## config.mk

```make
export PLATFORM = sky130hd
export DESIGN_NAME = i2c_cmd_regif
export DESIGN_NICKNAME = d
export VERILOG_FILES = /design/src/rtl/i2c_regif_pkg.sv /design/src/rtl/i2c_line_sync.sv /design/src/rtl/i2c_link_engine.sv /design/src/rtl/i2c_sensor_regs.sv /design/src/rtl/i2c_cmd_regif.sv
export SDC_FILE = /design/constraint.sdc
export NUM_CORES = 1
export LEC_CHECK = 0
export ABC_AREA = 1
export BUFFER_PORTS_ARGS = -buffer_cell sky130_fd_sc_hd__buf_2
export CAP_MARGIN = 25
export CORE_ASPECT_RATIO = 0.7
export CORE_MARGIN = 10
export CORE_UTILIZATION = 60
export CTS_BUF_LIST = sky130_fd_sc_hd__clkbuf_2
export DETAILED_ROUTE_END_ITERATION = 12
export GPL_TIMING_DRIVEN = 1
export PLACE_DENSITY_LB_ADDON = 0.25
export SLEW_MARGIN = 5
export SYNTH_ARGS = -nofsm -noshare
export SYNTH_HDL_FRONTEND = slang
export SYNTH_SLANG_ARGS = --single-unit
```

## constraint.sdc

```tcl
create_clock -name clk -period 3.24 [get_ports clk]
set_input_delay 0.162 -clock clk [delete_from_list [all_inputs] [get_ports clk]]
set_output_delay 0.162 -clock clk [all_outputs]
set_load 0.05 [all_outputs]
```

## src/rtl/i2c_regif_pkg.sv

```systemverilog
package i2c_regif_pkg;

  typedef enum logic [2:0] {
    ST_IDLE,
    ST_ADDR,
    ST_ADDR_ACK,
    ST_WR,
    ST_WR_ACK,
    ST_RD,
    ST_RD_ACK
  } link_state_t;

  localparam int PTR_W = 5;

  localparam logic [1:0] CT_REPEAT  = 2'b00;
  localparam logic [1:0] CT_INCR    = 2'b01;
  localparam logic [1:0] CT_RSVD    = 2'b10;
  localparam logic [1:0] CT_SPECIAL = 2'b11;

  localparam logic [PTR_W-1:0] SF_NOP     = 5'b00000;
  localparam logic [PTR_W-1:0] SF_INT_CLR = 5'b00110;

  localparam logic [PTR_W-1:0] A_ENABLE  = 5'h00;
  localparam logic [PTR_W-1:0] A_ATIME   = 5'h01;
  localparam logic [PTR_W-1:0] A_WTIME   = 5'h03;
  localparam logic [PTR_W-1:0] A_THL_LO  = 5'h04;
  localparam logic [PTR_W-1:0] A_THL_HI  = 5'h05;
  localparam logic [PTR_W-1:0] A_THH_LO  = 5'h06;
  localparam logic [PTR_W-1:0] A_THH_HI  = 5'h07;
  localparam logic [PTR_W-1:0] A_PERS    = 5'h0C;
  localparam logic [PTR_W-1:0] A_CONFIG  = 5'h0D;
  localparam logic [PTR_W-1:0] A_CONTROL = 5'h0F;
  localparam logic [PTR_W-1:0] A_ID      = 5'h12;
  localparam logic [PTR_W-1:0] A_STATUS  = 5'h13;
  localparam logic [PTR_W-1:0] A_C0_LO   = 5'h14;
  localparam logic [PTR_W-1:0] A_C0_HI   = 5'h15;
  localparam logic [PTR_W-1:0] A_C1_LO   = 5'h16;
  localparam logic [PTR_W-1:0] A_C1_HI   = 5'h17;

endpackage

```

## src/rtl/i2c_line_sync.sv

```systemverilog
module i2c_line_sync #(
  parameter int SYNC_STAGES = 2
) (
  input  logic clk,
  input  logic rst_n,
  input  logic scl_i,
  input  logic sda_i,
  output logic scl_s,
  output logic sda_s,
  output logic scl_rise,
  output logic scl_fall,
  output logic start_det,
  output logic stop_det
);

  logic [SYNC_STAGES-1:0] scl_pipe;
  logic [SYNC_STAGES-1:0] sda_pipe;
  logic                   scl_d;
  logic                   sda_d;

  generate
    if (SYNC_STAGES == 1) begin : g_one
      always_ff @(posedge clk or negedge rst_n) begin
        if (!rst_n) begin
          scl_pipe <= '1;
          sda_pipe <= '1;
        end else begin
          scl_pipe <= scl_i;
          sda_pipe <= sda_i;
        end
      end
    end else begin : g_many
      always_ff @(posedge clk or negedge rst_n) begin
        if (!rst_n) begin
          scl_pipe <= '1;
          sda_pipe <= '1;
        end else begin
          scl_pipe <= {scl_pipe[SYNC_STAGES-2:0], scl_i};
          sda_pipe <= {sda_pipe[SYNC_STAGES-2:0], sda_i};
        end
      end
    end
  endgenerate

  assign scl_s = scl_pipe[SYNC_STAGES-1];
  assign sda_s = sda_pipe[SYNC_STAGES-1];

  always_ff @(posedge clk or negedge rst_n) begin
    if (!rst_n) begin
      scl_d <= 1'b1;
      sda_d <= 1'b1;
    end else begin
      scl_d <= scl_s;
      sda_d <= sda_s;
    end
  end

  assign scl_rise  = scl_s & ~scl_d;
  assign scl_fall  = ~scl_s & scl_d;
  assign start_det = scl_s & scl_d & sda_d & ~sda_s;
  assign stop_det  = scl_s & scl_d & ~sda_d & sda_s;

endmodule

```

## src/rtl/i2c_link_engine.sv

```systemverilog
module i2c_link_engine
  import i2c_regif_pkg::*;
#(
  parameter logic [6:0] TARGET_ADDR = 7'h39
) (
  input  logic       clk,
  input  logic       rst_n,
  input  logic       sda_s,
  input  logic       scl_rise,
  input  logic       scl_fall,
  input  logic       start_det,
  input  logic       stop_det,
  input  logic [7:0] rd_data,
  output logic       sda_oe,
  output logic       wr_valid,
  output logic [7:0] wr_data,
  output logic       wr_first,
  output logic       rd_take
);

  link_state_t state;
  logic [7:0]  shreg;
  logic [7:0]  txreg;
  logic [2:0]  cnt;
  logic        ack_on;
  logic        is_read;
  logic        first_q;
  logic        mack;
  logic [7:0]  nxt;

  assign nxt = {shreg[6:0], sda_s};

  // A byte is fetched when the address acknowledge ends on a read, or
  // when the host has acknowledged the previous byte.
  always_comb begin
    rd_take = 1'b0;
    if (!start_det && !stop_det && scl_fall) begin
      if (state == ST_ADDR_ACK && ack_on && is_read) rd_take = 1'b1;
      if (state == ST_RD_ACK && !mack)               rd_take = 1'b1;
    end
  end

  always_ff @(posedge clk or negedge rst_n) begin
    if (!rst_n) begin
      state    <= ST_IDLE;
      shreg    <= '0;
      txreg    <= '0;
      cnt      <= '0;
      sda_oe   <= 1'b0;
      ack_on   <= 1'b0;
      is_read  <= 1'b0;
      first_q  <= 1'b0;
      mack     <= 1'b1;
      wr_valid <= 1'b0;
      wr_data  <= '0;
      wr_first <= 1'b0;
    end else begin
      wr_valid <= 1'b0;
      if (start_det) begin
        state   <= ST_ADDR;
        cnt     <= '0;
        sda_oe  <= 1'b0;
        ack_on  <= 1'b0;
        first_q <= 1'b1;
      end else if (stop_det) begin
        state  <= ST_IDLE;
        sda_oe <= 1'b0;
        ack_on <= 1'b0;
      end else begin
        unique case (state)
          ST_ADDR: if (scl_rise) begin
            shreg <= nxt;
            if (cnt == 3'd7) begin
              cnt <= '0;
              if (nxt[7:1] == TARGET_ADDR) begin
                is_read <= nxt[0];
                state   <= ST_ADDR_ACK;
              end else begin
                state <= ST_IDLE;
              end
            end else begin
              cnt <= cnt + 3'd1;
            end
          end
          ST_ADDR_ACK: if (scl_fall) begin
            if (!ack_on) begin
              ack_on <= 1'b1;
              sda_oe <= 1'b1;
            end else begin
              ack_on <= 1'b0;
              cnt    <= '0;
              if (is_read) begin
                txreg  <= rd_data;
                sda_oe <= ~rd_data[7];
                state  <= ST_RD;
              end else begin
                sda_oe <= 1'b0;
                state  <= ST_WR;
              end
            end
          end
          ST_WR: if (scl_rise) begin
            shreg <= nxt;
            if (cnt == 3'd7) begin
              cnt      <= '0;
              wr_valid <= 1'b1;
              wr_data  <= nxt;
              wr_first <= first_q;
              first_q  <= 1'b0;
              state    <= ST_WR_ACK;
            end else begin
              cnt <= cnt + 3'd1;
            end
          end
          ST_WR_ACK: if (scl_fall) begin
            if (!ack_on) begin
              ack_on <= 1'b1;
              sda_oe <= 1'b1;
            end else begin
              ack_on <= 1'b0;
              sda_oe <= 1'b0;
              state  <= ST_WR;
            end
          end
          ST_RD: if (scl_fall) begin
            if (cnt == 3'd7) begin
              sda_oe <= 1'b0;
              state  <= ST_RD_ACK;
            end else begin
              txreg  <= {txreg[6:0], 1'b0};
              sda_oe <= ~txreg[6];
              cnt    <= cnt + 3'd1;
            end
          end
          ST_RD_ACK: begin
            if (scl_rise) mack <= sda_s;
            if (scl_fall) begin
              if (!mack) begin
                txreg  <= rd_data;
                sda_oe <= ~rd_data[7];
                cnt    <= '0;
                state  <= ST_RD;
              end else begin
                state <= ST_IDLE;
              end
            end
          end
          default: ;
        endcase
      end
    end
  end

endmodule

```

## src/rtl/i2c_sensor_regs.sv

```systemverilog
module i2c_sensor_regs
  import i2c_regif_pkg::*;
#(
  parameter logic [7:0] DEV_ID = 8'h04,
  parameter int         RES_W  = 16
) (
  input  logic             clk,
  input  logic             rst_n,
  input  logic             wr_valid,
  input  logic [7:0]       wr_data,
  input  logic             wr_first,
  input  logic             rd_take,
  input  logic             res_valid,
  input  logic [RES_W-1:0] res_ch0,
  input  logic [RES_W-1:0] res_ch1,
  input  logic             int_raise,
  output logic [7:0]       rd_data,
  output logic             int_pending,
  output logic             int_clr,
  output logic [PTR_W-1:0] ptr_q,
  output logic             incr_q,
  output logic             ptr_step,
  output logic [7:0]       enable_o,
  output logic [7:0]       atime_o,
  output logic [7:0]       wtime_o,
  output logic [15:0]      thr_lo_o,
  output logic [15:0]      thr_hi_o,
  output logic [7:0]       pers_o,
  output logic [7:0]       config_o,
  output logic [7:0]       control_o
);

  localparam int NCH = 2;

  logic             is_cmd;
  logic [1:0]       cmd_type;
  logic [PTR_W-1:0] cmd_code;
  logic             data_wr;
  logic             valid_q;
  logic [15:0]      ch_q   [NCH];
  logic [7:0]       shadow [NCH];
  logic [RES_W-1:0] res_in [NCH];

  assign res_in[0] = res_ch0;
  assign res_in[1] = res_ch1;

  assign is_cmd   = wr_valid & wr_first & wr_data[7];
  assign cmd_type = wr_data[6:5];
  assign cmd_code = wr_data[4:0];
  assign int_clr  = is_cmd && (cmd_type == CT_SPECIAL) && (cmd_code == SF_INT_CLR);
  assign data_wr  = wr_valid & ~is_cmd;
  assign ptr_step = (data_wr | rd_take) & incr_q;

  // Pointer and access mode
  always_ff @(posedge clk or negedge rst_n) begin
    if (!rst_n) begin
      ptr_q  <= '0;
      incr_q <= 1'b0;
    end else if (is_cmd) begin
      if (cmd_type == CT_REPEAT || cmd_type == CT_INCR) begin
        ptr_q  <= cmd_code;
        incr_q <= (cmd_type == CT_INCR);
      end
    end else if (ptr_step) begin
      ptr_q <= ptr_q + 1'b1;
    end
  end

  // Writable configuration registers
  always_ff @(posedge clk or negedge rst_n) begin
    if (!rst_n) begin
      enable_o  <= 8'h00;
      atime_o   <= 8'hFF;
      wtime_o   <= 8'hFF;
      thr_lo_o  <= 16'h0000;
      thr_hi_o  <= 16'h0000;
      pers_o    <= 8'h00;
      config_o  <= 8'h00;
      control_o <= 8'h00;
    end else if (data_wr) begin
      unique case (ptr_q)
        A_ENABLE:  enable_o        <= wr_data;
        A_ATIME:   atime_o         <= wr_data;
        A_WTIME:   wtime_o         <= wr_data;
        A_THL_LO:  thr_lo_o[7:0]   <= wr_data;
        A_THL_HI:  thr_lo_o[15:8]  <= wr_data;
        A_THH_LO:  thr_hi_o[7:0]   <= wr_data;
        A_THH_HI:  thr_hi_o[15:8]  <= wr_data;
        A_PERS:    pers_o          <= wr_data;
        A_CONFIG:  config_o        <= wr_data;
        A_CONTROL: control_o       <= wr_data;
        default: ;
      endcase
    end
  end

  // Interrupt flag: a raise beats a clear in the same cycle
  always_ff @(posedge clk or negedge rst_n) begin
    if (!rst_n)         int_pending <= 1'b0;
    else if (int_raise) int_pending <= 1'b1;
    else if (int_clr)   int_pending <= 1'b0;
  end

  always_ff @(posedge clk or negedge rst_n) begin
    if (!rst_n)         valid_q <= 1'b0;
    else if (res_valid) valid_q <= 1'b1;
  end

  // Per-channel result capture and high-byte shadow
  generate
    for (genvar c = 0; c < NCH; c++) begin : g_ch
      localparam logic [PTR_W-1:0] LO_ADDR = A_C0_LO + PTR_W'(2 * c);
      always_ff @(posedge clk or negedge rst_n) begin
        if (!rst_n) begin
          ch_q[c]   <= '0;
          shadow[c] <= '0;
        end else begin
          if (res_valid) ch_q[c] <= 16'(res_in[c]);
          if (rd_take && ptr_q == LO_ADDR) shadow[c] <= ch_q[c][15:8];
        end
      end
    end
  endgenerate

  always_comb begin
    unique case (ptr_q)
      A_ENABLE:  rd_data = enable_o;
      A_ATIME:   rd_data = atime_o;
      A_WTIME:   rd_data = wtime_o;
      A_THL_LO:  rd_data = thr_lo_o[7:0];
      A_THL_HI:  rd_data = thr_lo_o[15:8];
      A_THH_LO:  rd_data = thr_hi_o[7:0];
      A_THH_HI:  rd_data = thr_hi_o[15:8];
      A_PERS:    rd_data = pers_o;
      A_CONFIG:  rd_data = config_o;
      A_CONTROL: rd_data = control_o;
      A_ID:      rd_data = DEV_ID;
      A_STATUS:  rd_data = {3'b000, int_pending, 3'b000, valid_q};
      A_C0_LO:   rd_data = ch_q[0][7:0];
      A_C0_HI:   rd_data = shadow[0];
      A_C1_LO:   rd_data = ch_q[1][7:0];
      A_C1_HI:   rd_data = shadow[1];
      default:   rd_data = 8'h00;
    endcase
  end

endmodule

```

## src/rtl/i2c_cmd_regif.sv

```systemverilog
module i2c_cmd_regif
  import i2c_regif_pkg::*;
#(
  parameter bit         ALT_ADDR    = 1'b0,
  parameter logic [7:0] DEV_ID      = 8'h04,
  parameter int         SYNC_STAGES = 2,
  parameter int         RES_W       = 16
) (
  input  logic             clk,
  input  logic             rst_n,
  input  logic             scl_i,
  input  logic             sda_i,
  output logic             sda_oe,
  input  logic             res_valid,
  output logic             res_ready,
  input  logic [RES_W-1:0] res_ch0,
  input  logic [RES_W-1:0] res_ch1,
  input  logic             int_raise,
  output logic             int_pending,
  output logic [7:0]       enable_o,
  output logic [7:0]       atime_o,
  output logic [7:0]       wtime_o,
  output logic [15:0]      thr_lo_o,
  output logic [15:0]      thr_hi_o,
  output logic [7:0]       pers_o,
  output logic [7:0]       config_o,
  output logic [7:0]       control_o
);

  localparam logic [6:0] TARGET_ADDR = ALT_ADDR ? 7'h29 : 7'h39;

  logic             scl_s, sda_s, scl_rise, scl_fall, start_det, stop_det;
  logic [7:0]       rd_data, wr_data;
  logic             wr_valid, wr_first, rd_take;
  logic             int_clr, incr_q, ptr_step;
  logic [PTR_W-1:0] ptr_q;

  assign res_ready = 1'b1;

  i2c_line_sync #(.SYNC_STAGES(SYNC_STAGES)) u_sync (
    .clk(clk), .rst_n(rst_n), .scl_i(scl_i), .sda_i(sda_i),
    .scl_s(scl_s), .sda_s(sda_s), .scl_rise(scl_rise), .scl_fall(scl_fall),
    .start_det(start_det), .stop_det(stop_det)
  );

  i2c_link_engine #(.TARGET_ADDR(TARGET_ADDR)) u_link (
    .clk(clk), .rst_n(rst_n), .sda_s(sda_s), .scl_rise(scl_rise),
    .scl_fall(scl_fall), .start_det(start_det), .stop_det(stop_det),
    .rd_data(rd_data), .sda_oe(sda_oe), .wr_valid(wr_valid),
    .wr_data(wr_data), .wr_first(wr_first), .rd_take(rd_take)
  );

  i2c_sensor_regs #(.DEV_ID(DEV_ID), .RES_W(RES_W)) u_regs (
    .clk(clk), .rst_n(rst_n), .wr_valid(wr_valid), .wr_data(wr_data),
    .wr_first(wr_first), .rd_take(rd_take), .res_valid(res_valid),
    .res_ch0(res_ch0), .res_ch1(res_ch1), .int_raise(int_raise),
    .rd_data(rd_data), .int_pending(int_pending), .int_clr(int_clr),
    .ptr_q(ptr_q), .incr_q(incr_q), .ptr_step(ptr_step),
    .enable_o(enable_o), .atime_o(atime_o), .wtime_o(wtime_o),
    .thr_lo_o(thr_lo_o), .thr_hi_o(thr_hi_o), .pers_o(pers_o),
    .config_o(config_o), .control_o(control_o)
  );

endmodule

```

; ---- Word level (Yosys, flattened, before mapping)
; Cells that the tools add are included.
; Widths: inputs -> output; s select.
[word_totals]
regBits = 177
word_cells = 231
latchBits = 0
rom_bits = 0
n_memories = 0
in_bits = 38
ramBits = 0
output_inout_bits = 83
[classes]
multipliers = 0
div = 0
n_lt_le_gt_ge = 0
n_reduce_logical = 50
mux = 70
shifts = 0
n_eq_ne = 54
bitwise_logic = 21
addsub = 2
[ops]
columns = operator, n
row1 = $pmux 8 s16, 1
row2 = $mux 3, 25
row3 = $mux 7, 7
row4 = $ne 4x1->1 const B, 9
row5 = $eq 5x5->1 const B, 6
row6 = $mux 1, 29
row7 = $reduce_and 2->1, 13
row8 = $eq 5x3->1 const B, 5
row9 = $pmux 7 s3, 1
row10 = $pmux 3 s6, 1
row11 = $eq 5x4->1 const B, 3
row12 = $mux 5, 3
row13 = $ne 3x1->1 const B, 5
row14 = $eq 3x3->1 const B, 4
row15 = $ne 2x1->1 const B, 6
row16 = $ne 4x2->1 const B, 3
row17 = $pmux 3 s4, 1
row18 = $reduce_and 12->1, 1
row19 = $reduce_and 4->1, 3
row20 = $reduce_and 6->1, 2
row21 = $and 1x1->1, 11
row22 = $reduce_and 10->1, 1
row23 = $reduce_bool 2->1, 5
row24 = $logic_and 1x1->1, 9
row25 = other kinds (26), 43

; ---- Depth between registers and ports, before layout
; Gate-level depths: netlist of run 1.
[logic_depth]
depth_word = 11
depth_mapped = 13

; ---- Cells and area by module
; Synthesis of run 1 repeated with hierarchy kept, for this count alone.
[unflattened]
cells_unflattened = 1089
hier_area_um2 = 8625.8
[modules_own_cells]
columns = module, area_each_um2, n_inst, cells_each
row1 = i2c_sensor_regs, 6368.6, 1, 789
row2 = i2c_link_engine, 2047.0, 1, 281
row3 = i2c_line_sync, 198.9, 1, 17
row4 = i2c_cmd_regif, 11.3, 1, 2

; ---- Least setup slack after synthesis of run 1
; Ideal clock, no wire load.
[synth_path]
kind = register to register
start = register u_regs.ptr_q[0]
end = register u_link.txreg[5]
stages_incl_launch_ff = 13
required_time_ns = 3.121
path_buffers = 1
synth_period_minus_slack_ns = 1.838
arrival_ns = 1.719
setup_ns = 0.119
path_slack_ns = 1.402
cell_sequence = dfrtp_1 -> ha_1 -> inv_1 -> nor2_1 -> ha_1 -> clkbuf_1 -> nand3b_1 -> nor3_1 -> nand3_1 -> nand2_1 -> nor2_2 -> nand2_1 -> nand2_1
[synth_between]
elab_chain_len = 6
word_cells_on_any_way = 23
cone_classes = 15 x eq/ne / 7 x mux / 1 x reduce/logical
[synth_rtl]
columns = element, line_no
row1 = from (decl), i2c_sensor_regs.sv:20  ; output logic [PTR_W-1:0] ptr_q,
row2 = from (signal assigned), i2c_sensor_regs.sv:61  ; ptr_q <= cmd_code;
row3 = from (signal assigned), i2c_sensor_regs.sv:65  ; ptr_q <= ptr_q + 1'b1;
row4 = $eq 5x5->1 (tied with other cells), i2c_sensor_regs.sv:126  ; unique case (ptr_q)
row5 = $pmux 8 s16 (*), i2c_sensor_regs.sv:126
row6 = $mux 7, i2c_link_engine.sv:92  ; if (is_read) begin
row7 = $mux 7, i2c_link_engine.sv:86  ; if (!ack_on) begin
row8 = $mux 7, i2c_link_engine.sv:85  ; ST_ADDR_ACK: if (scl_fall) begin
row9 = $pmux 7 s3 (*), i2c_link_engine.sv:70  ; unique case (state)
row10 = to (signal assigned), i2c_link_engine.sv:93  ; txreg <= rd_data;
row11 = to (signal assigned), i2c_link_engine.sv:130  ; txreg <= {txreg[6:0], 1'b0};
row12 = to (signal assigned), i2c_link_engine.sv:139  ; txreg <= rd_data;
row13 = to (decl), i2c_link_engine.sv:23  ; logic [7:0] txreg;
; Mark *: on every way between the ends. The rest lies on a longest branch, timed or not. The select of a mux whose other input is x is not followed.
; A chain may end at the register's enable or synchronous reset.

; ---- Worst setup path after layout of run 1
[layout_path]
start = register u_regs.ptr_q[4]
end = register u_link.txreg[3]
; Same word-level chain as after synthesis.

==> run summary, run 1 <==
status: finished, final reports clean
dpl hpwl: 16200 um
num ports: 121
reg-to-reg startpoint: u_regs.ptr_q[4]
clock-pin slew on the worst setup and hold paths: 0.27 ns
layout cells sized above 1: 19.4%
Fin Setup TNS: 0 ns
Final GP Congestion: 1.01
switching share of power: 34.4%
drt drc: 0
Flop pwr share: 55.3%
FFs w/ async S/R, synth: 100%
Final ANT Viol Nets: 0
measured slew at the worst slew-check pin: 0.802 ns
main flop type after synthesis: dfrtp_1
global-route wire length before repair: 40200 um
post-route cell area: 10000 um^2
Hold Slack: 0.0614 ns
WL/cell: 17.8 um
simple-gate share of the synthesized area: 26.5%
CP Launch Point: u_regs.ptr_q[4]
adder-cell area share of the yosys netlist: 1.06%
largest cells by area after synthesis: dfrtp_1 47%, nand2_1 15%, dfstp_2 7.3%
fill count: 999
DR pass1 iterations: 9
largest family of logic cells by synthesized area: simple AND/OR/NAND/NOR gates
post-synth cell types: 40
CP startpoint kind: flop
combinational fraction of design power: 20.8%
vias in the first global route: 7686
DR vias/cell: 5.52
Core Area: 13300 um^2
fmax: 0.444 GHz
worst path required time: 3.89 ns
mux share of post-synthesis cell area: 0%
worst hold path type: in2reg
number of gates resized after CTS: 0
number of CTS-inserted buffers: 17
Clk pwr share: 23.9%
CTS root buf: clkbuf_2
Yosys top cell area share: 46.7%
CTS tree: built
Diodes inserted: 0
slew margin rel.: 46.5%
register bit total from synthesis: 177
most common cell after layout, fill and taps aside: nand2_1
Pleak: 4.88 nW
WS Path Type: reg2reg
# rows: 35
met3 WL post-DR: 2350 um
worst reg2reg path endpoint: u_link.txreg[3]
Hold-fix buffers, CTS: 86
grt total ovfl: 0
Compound-Gate Fraction of Synth Area: 12.0%
pin count of the biggest net entering global routing: 71
later-pin clock latency in the skew report: 0.78 ns
minimum clock period: 2.25 ns
final net count: 1225
Die Y: 118 um
Post CTS Setup Buffer Count: 0
Fin Clk Skew: 0.0514 ns
Mapped Area: 8260 um^2
RSZ-0062 raised after global routing: false
Area Overhead vs Synth: 21.2%
antenna violations before repair: 0
sequential area share after synthesis: 54.0%
critical path capture point type: flop
WL final: 24500 um
largest area contributor in the netlist: dfrtp_1
CP Data Arrival Time: 2.91 ns
Tcrit/Tclk final: 69.5%
overall die width: 160 um
Sw Pwr: 1.55 mW
dpl cell area: 8920 um^2
Starting Density: 62.0%
pwr dens: 450 nW/um^2
worst vdd ir: 0.344 mV
I/O Buffers: 119
Post-synth EDFFs: 0
Max Cap Viol: 0
Pint: 2.95 mW
commonest cells after routing, fill and taps aside: 338 x nand2_1, 154 x dfrtp_1, 118 x buf_2
Cells after Synth: 989
Critical Path Sink: u_link.txreg[3]
clk sinks: 177
gr usage total: 26.2%
DR WL met2: 11100 um
worst r2r path cells: 8
r2r setup slk: 0.99 ns
xor/xnor share of the synthesized area: 0.106%
endpoints failing setup: 0
CTS H-tree lvls: 4
max layer used: met4
fin util: 75.2%
clk buf depth: 2
Die Area: 18900 um^2
final hold violation count: 0
fin. max-slew vios: 0
Critical Path Fanout Max: 12
Met1 Wirelength: 10500 um
Mapped Nets: 1034
initial DRC count: 725
Yosys Warn Count: 0
Avg Inst Size Synth: 8.35 um^2
via count: 7603
-- worst min-delay path by stage --
stage / start / end / depth (start not counted) / slack, ns
3_5_place_dp: rst_n / u_regs.thr_lo_o[12] / 1 / 0.16
6_report: res_valid / u_regs.ch_q[9] / 2 / 0.06
2_1_floorplan: rst_n / u_link.ack_on / 0 / -0.13
5_1_grt: res_valid / u_regs.ch_q[31] / 2 / 0.06
4_1_cts: res_valid / u_regs.ch_q[12] / 2 / 0.003
3_3_place_gp: rst_n / u_regs.thr_lo_o[12] / 1 / 0.15
-- power groups by stage --
stage / Sequential, mW / Combinational [mW] / Clock, mW
finish: 2.49 / 0.935 / 1.08
global route: 2.51 / 1.05 / 1.19
CTS: 2.48 / 0.907 / 1.08
detailed placement: 2.52 / 0.814 / 0
global placement: 2.52 / 0.806 / 0
floorplan: 2.51 / 0.598 / 0
-- flip-flops by register name (all words and copies together) (netlist names), 3 cells and up --
name,cells
u_regs.pers_o,8
u_regs.control_o,8
u_regs.atime_o,8
u_regs.thr_lo_o,16
u_regs.shadow,16
u_link.cnt,3
u_link.txreg,7
u_link.shreg,7
u_regs.thr_hi_o,16
u_link.wr_data,8
u_regs.wtime_o,8
u_regs.ch_q,32
u_regs.config_o,8
u_regs.enable_o,8
u_link.state,3
u_regs.ptr_q,5
-- Yosys cell counts (2+ instances only) --
cell,number
ha_1,7
nand2_4,2
dfstp_2,23
a22o_1,2
nor2_4,10
buf_6,6
nor3_1,7
nor2_2,10
a21oi_2,3
nand3b_1,2
dfrtp_1,154
o21ai_0,114
nand4_1,20
inv_1,74
nand2_1,338
nand2_2,11
nor4_1,3
buf_4,4
clkbuf_1,20
nor2_1,45
o21ai_1,43
nor3_4,4
a31oi_1,2
nand3_2,2
a21oi_1,20
buf_2,6
nand3_1,34
inv_2,11
-- routing by layer --
metal	track usage [%]	up-vias
li1	-	3583
met1	35.0	3577
met3	7.52	59
met5	0	-
met2	39.7	384
met4	10.0	0
-- worst max-delay path: stages, from the launching register on --
cell and delay (ns):
dfrtp_1 0.76, inv_2 0.23, ha_1 0.39, nand2_1 0.14
nand2_1 0.06, nor2_1 0.25, nand3_1 0.17, nand2_1 0.11
nand2_1 0.05
-- per-stage QoR --
| step | total power, mW | worst slack, ns | instances |
|---|---|---|---|
| after CTS | 4.46 | 1.04 | 1378 |
| after floorplan | 3.10 | 1.40 | 989 |
| after global routing | 4.75 | 0.775 | 1378 |
| after global placement | 3.32 | 1.14 | 1260 |
| final | 4.50 | 0.987 | 1378 |
| after detailed placement | 3.33 | 1.10 | 1260 |
-- final cells by class --
class                           count  area (um^2)  area share, %
Clock buffer                       18         90.1          0.900
Clock inverter                     14          121           1.21
Inverter                           85          319           3.19
Multi-Input combinational cell    691         3280           32.8
Sequential cell                   177         4460           44.5
Tap cell                          185          231           2.31
Timing Repair Buffer              208         1510           15.1
-- cell families (layout without fill, tap and decap cells) --
family / after synthesis / count (layout)
AND/OR/NAND/NOR: 492 / 492
AO/OA/AOI/OAI: 190 / 190
flip-flops: 177 / 177
buffers and inverters: 121 / 325
adder cells (fa/ha/maj): 7 / 7
other: 1 / 1
XOR/XNOR: 1 / 1
(Power assumes the default switching activity.)
==> run 2, diff against run 1 <==
ABC_AREA = 0   (was 1)
CORE_UTILIZATION = 54   (was 60)
clock period = 1.9 ns   (was 3.24 ns; I/O delays follow)
==> run 2 against run 1 <==
The flow now finishes with violations (setup timing). Critical path type unchanged. Critical path depth grew 1. Via count down 5.0%. Count of clock-buffer cells in the layout did not move. Final cell count shrank 12%. Flip-flop and latch count unchanged. First-iteration DRC count rose by 7.3%. Sequential share of layout area fell by 6.9 points. Global-route usage grew 1.9 points. Combinational power down 39%. Clock skew rose by 0.0014 ns. Total power rose by 46%.
==> run summary, run 2 <==
global-route wire length before repair: 45500 um
post-route cell area: 11900 um^2
gr usage total: 28.1%
sequential area share after synthesis: 52.7%
overall die width: 170 um
Yosys top cell area share: 45.5%
Placed Instances: 1066
combinational fraction of design power: 8.6%
final hold violation count: 0
Starting Density: 54.8%
Die Y: 125 um
CTS H-tree lvls: 4
CTS tree: built
DR vias/cell: 5.96
Clk pwr share: 31.5%
num ports: 121
worst path required time: 2.67 ns
Flop pwr share: 59.9%
final net count: 1044
Mapped Nets: 717
initial DRC count: 778
FFs w/ async S/R, synth: 100%
Core Area: 15500 um^2
Final ANT Viol Nets: 0
final worst slack: -0.175 ns
WL final: 29900 um
Finished Layout Cells: 1212
Area Overhead vs Synth: 40.1%
Biggest register: u_regs.ch_q
dpl hpwl: 20700 um
Max Cap Viol: 0
number of CTS-inserted buffers: 17
worst hold path type: in2async
vias in the first global route: 7524
I/O Buffers: 119
CP Data Arrival Time: 2.84 ns
pin count of the biggest net entering global routing: 44
drt drc: 0
fin. max-slew vios: 0
pre-CTS setup slack: -0.383 ns
Sw Pwr: 1.90 mW
worst vdd ir: 0.466 mV
clk sinks: 177
Avg Inst Size Synth: 12.6 um^2
antenna violations before repair: 0
grt total ovfl: 0
CP Launch Point: u_regs.ptr_q[0]
Final GP Congestion: 0.984
switching share of power: 28.9%
status: finished, violations left
Tcrit/Tclk final: 109%
Fin Clk Skew: 0.0529 ns
register bit total from synthesis: 177
top-count cell post-synth: mux2_2
DR pass1 iterations: 5
reg-to-reg startpoint: u_regs.ptr_q[0]
CTS root buf: clkbuf_2
Post-synth EDFFs: 0
clock-pin slew on the worst setup and hold paths: 0.30 ns
pwr dens: 555 nW/um^2
dpl cell area: 10100 um^2
failing checks: setup timing
# rows: 38
Cells after Synth: 672
endpoints failing setup: 14
via count: 7220
top cells by count, synth: 158 x mux2_2, 154 x dfrtp_1, 35 x nand2_1
critical path capture point type: flop
Mapped Area: 8460 um^2
commonest cells after routing, fill and taps aside: 149 x mux2_2, 149 x dfrtp_1, 116 x buf_2, 116 x buf_4, 93 x dlygate4sd3_1
clk buf depth: 2
slew margin rel.: 51.9%
Yosys Warn Count: 0
WL/cell: 24.7 um
Critical Path Fanout Max: 4
post-synth cell types: 70
WS Path Type: reg2reg
measured slew at the worst slew-check pin: 0.721 ns
main flop type after synthesis: dfrtp_1
largest area contributor in the netlist: dfrtp_1
Pleak: 5.71 nW
layout cells sized above 1: 54.2%
Die Area: 21200 um^2
fmax: 0.482 GHz
minimum clock period: 2.07 ns
later-pin clock latency in the skew report: 0.86 ns
Pint: 4.68 mW
CP startpoint kind: flop
max reg flops: 32
Diodes inserted: 0
largest cells by area after synthesis: dfrtp_1 46%, mux2_2 21%, dfstp_2 7.1%
RSZ-0062 raised after global routing: true
-- run 2: cell type report --
type | count | area (um^2)
Sequential cell | 177 | 4460
Multi-Input combinational cell | 433 | 4000
Fill cell | 997 | 3600
Timing Repair Buffer | 355 | 2820
Tap cell | 200 | 250
Clock inverter | 14 | 165
Clock buffer | 18 | 90.1
Inverter | 15 | 61.3
-- run 2: stage by stage --
stage	util [%]	total power [mW]	hold WS, ns	setup TNS (ns)
after global routing	76.7	6.81	0.374	-2.53
after CTS	74.9	6.55	0.349	-0.437
after floorplan	-	4.12	-0.201	-1.96
after global placement	65.3	4.30	0.0714	-5.93
after detailed placement	65.3	4.33	0.0781	-8.13
final	76.7	6.58	0.368	-0.959
-- run 2: cell families (layout without fill, tap and decap cells) --
group,after synthesis,in the layout,share of synthesized area [%]
fa+ha+maj,7,7,1.03
mux,169,169,22.3
buf+inv,62,402,3.73
compound gates,112,112,9.62
simple gates,141,141,10.3
other cells,1,1,0.0443
xor+xnor,3,3,0.311
flops,177,177,52.7
-- run 2: metal layers --
metal	vias to the layer above	track usage (%)	part of all wire, %
li1	3144	-	-
met1	3639	38.5	43
met2	389	41.6	44
met3	48	9.66	11
met4	0	6.69	1.6
met5	-	0	0
-- run 2: worst paths after layout --
check	end	slack (ns)	cells after the start
max in group asynchronous	u_regs.wtime_o[0]	1.16	4
min reg2reg	u_sync.scl_pipe[1]	0.39	0
min	u_regs.atime_o[4]	0.37	3
max reg2reg	u_link.txreg[0]	-0.17	9
min in group clk	u_sync.scl_pipe[1]	0.39	0
max	u_link.txreg[0]	-0.17	9
-- run 2: worst max-delay path, cell delays in order, from the launching register on --
cell     delay (ns)
dfrtp_2        0.54
ha_4           0.20
buf_4          0.13
and4b_2        0.28
buf_4          0.16
a22oi_1        0.21
buf_4          0.19
nand3_1        0.11
nor2_1         0.13
o21ai_1        0.07
-- run 2: power groups by stage --
stage | combinational, mW | sequential [mW] | clock [mW]
2_1_floorplan | 0.151 | 3.97 | 0
3_3_place_gp | 0.317 | 3.99 | 0
3_5_place_dp | 0.332 | 3.99 | 0
4_1_cts | 0.543 | 3.93 | 2.08
5_1_grt | 0.619 | 3.95 | 2.24
6_report | 0.568 | 3.94 | 2.07
-- run 2: timing repair --
action,in CTS,in global routing
endpoints found under the hold margin,213,0
endpoints found under the setup margin,90,63
resized for setup,44,49
buffers inserted,9,11
pin swaps,16,20
gates cloned,0,1
hold buffers,94,0
==> run 3, diff against run 2 <==
SETUP_SLACK_MARGIN = 0.5   (was not set)
==> run 3 against run 2 <==
The flow finishes with violations (hold timing, setup timing). Register-to-register slack worse by 0.16 ns. Cell area is 12% higher. Core utilization is 9.1 points higher. Sequential power hardly changed. Critical endpoint is now u_link.txreg[2]. Largest power group unchanged. Highest routed layer unchanged.
==> run summary, run 3 (synthesized netlist as in run 2, its figures left out) <==
global-route wire length before repair: 48600 um
num ports: 121
slew margin rel.: 47.1%
RSZ-0062 raised after global routing: true
WL/cell: 26.6 um
Final GP Congestion: 0.957
fill count: 748
Sw Pwr: 1.90 mW
Clk pwr share: 31.1%
Flop pwr share: 60.8%
vias in the first global route: 7905
Area Overhead vs Synth: 56.8%
number of CTS-inserted buffers: 17
most common cell after layout, fill and taps aside: buf_4
worst reg2reg path endpoint: u_link.txreg[2]
layout cells sized above 1: 61.1%
CTS tree: built
CP max stage delay: 0.55 ns
drt drc: 0
via count: 7603
status: finished, violations left
final worst slack: -0.331 ns
reg-to-reg startpoint: u_regs.ptr_q[0]
measured slew at the worst slew-check pin: 0.791 ns
fmax: 0.448 GHz
endpoints failing setup: 63
DR pass1 iterations: 8
Pint: 4.60 mW
combinational fraction of design power: 8.0%
CTS root buf: clkbuf_2
pwr dens: 490 nW/um^2
clk buf depth: 2
Fin Setup TNS: -5.01 ns
WS Path Type: reg2reg
commonest cells after routing, fill and taps aside: 165 x buf_4, 142 x dfrtp_1, 103 x buf_6
CP startpoint kind: flop
final hold violation count: 1
clock-pin slew on the worst setup and hold paths: 0.34 ns
WL final: 33300 um
fin. max-slew vios: 0
worst path required time: 2.59 ns
Die Y: 125 um
CTS H-tree lvls: 4
Pleak: 6.35 nW
worst hold path type: in2reg
DR vias/cell: 6.07
I/O Buffers: 119
WP buf/inv: 1
initial DRC count: 968
Tcrit/Tclk final: 117%
Biggest register: u_regs.ch_q
pin count of the biggest net entering global routing: 62
gr usage total: 29.9%
Starting Density: 54.8%
overall die width: 170 um
CP Launch Point: u_regs.ptr_q[0]
final net count: 1085
delay-heaviest family, CP: compound AO/OA/AOI/OAI gates
# rows: 38
later-pin clock latency in the skew report: 0.85 ns
WHS Endpoint: u_regs.ch_q[1]
Max Cap Viol: 0
total power: 6.51 mW
max reg flops: 32
Critical Path Fanout Max: 4
antenna violations before repair: 0
Crit-path slowest cell: dfrtp_2
Die Area: 21200 um^2
Crit path top cell by count: ha_4
r2r setup slk: -0.33 ns
worst vdd ir: 0.477 mV
dpl hpwl: 20300 um
Hold Crit Depth: 3
Hold Slack: -0.0160 ns
clk sinks: 177
minimum clock period: 2.23 ns
Diodes inserted: 0
worst r2r path cells: 8
critical path capture point type: flop
switching share of power: 29.3%
grt total ovfl: 0
Worst Hold Launch: res_ch1[1]
failing checks: hold timing, setup timing
Fin Clk Skew: 0.0739 ns
CP Data Arrival Time: 2.92 ns
Core Area: 15500 um^2
crit-path cells: ha_4 -> and3_4 -> ha_4 -> buf_6 -> a222oi_1 -> nand3_1 -> nor2_1 -> o211ai_1
Final ANT Viol Nets: 0
run 3: cell types whose count changed in the layout (fill, tap and decap cells not counted), moves of 28 or more:
| cell | before | now |
|---|---|---|
| buf_4 | 116 | 165 |
| mux2_4 | 9 | 92 |
| buf_2 | 116 | 36 |
| dlygate4sd3_1 | 93 | 65 |
| buf_6 | 17 | 103 |
| mux2_2 | 149 | 66 |
run 3: through the flow:
step                setup WS (ns)  cells  utilization [%]  area (um^2)
global route               -0.399   1253             85.9        13300
detailed placement         -0.264   1038             66.4        10300
finish                     -0.331   1253             85.9        13300
floorplan                  -0.169    672                -         9010
global placement           -0.229   1038             66.4        10300
CTS                        -0.215   1230             83.5        12900
run 3: layer usage:
metal	GRT usage (%)	wire length (um)
met1	40.1	14200
met2	45.4	15300
met5	0	0
met3	9.37	2880
met4	8.65	898
run 3: worst max path at each step:
| stage | end | slack [ns] | cells past startpoint |
|---|---|---|---|
| floorplan | u_link.txreg[1] | -0.17 | 11 |
| global placement | u_link.txreg[6] | -0.23 | 8 |
| detailed placement | u_link.txreg[5] | -0.26 | 7 |
| CTS | u_link.txreg[5] | -0.21 | 7 |
| global route | u_link.txreg[2] | -0.40 | 8 |
| finish | u_link.txreg[2] | -0.33 | 8 |
run 3: repair_timing:
action | 4_1_cts | 5_1_grt
cloned | 2 | 0
pin swaps | 31 | 26
setup endpoints to repair | 219 | 222
hold buffers | 64 | 5
endpoints found under the hold margin | 212 | 4
setup buffers | 94 | 21
gates resized for setup | 289 | 46
run 3: power by group through the flow:
stage	registers, mW	clock network (mW)	logic, mW
6_report	3.96	2.03	0.523
3_5_place_dp	4.01	0	0.317
2_1_floorplan	3.97	0	0.166
4_1_cts	3.95	1.95	0.485
3_3_place_gp	4.00	0	0.301
5_1_grt	3.97	2.15	0.565
run 3: final cells by class:
| cell class | instances | area (um^2) | share of cell area [%] |
|---|---|---|---|
| sequential | 177 | 4470 | 33.7 |
| multi-input combinational | 435 | 4610 | 34.8 |
| timing repair buffer | 394 | 3640 | 27.4 |
| inverter | 15 | 61.3 | 0.462 |
| clock inverter | 14 | 141 | 1.07 |
| tap | 200 | 250 | 1.89 |
| clock buffer | 18 | 90.1 | 0.679 |
run 3: worst register-to-register path, stage by stage (launching register included):
cell	delay [ns]
dfrtp_2	0.55
ha_4	0.21
and3_4	0.16
ha_4	0.19
buf_6	0.14
a222oi_1	0.45
nand3_1	0.15
nor2_1	0.15
o211ai_1	0.11
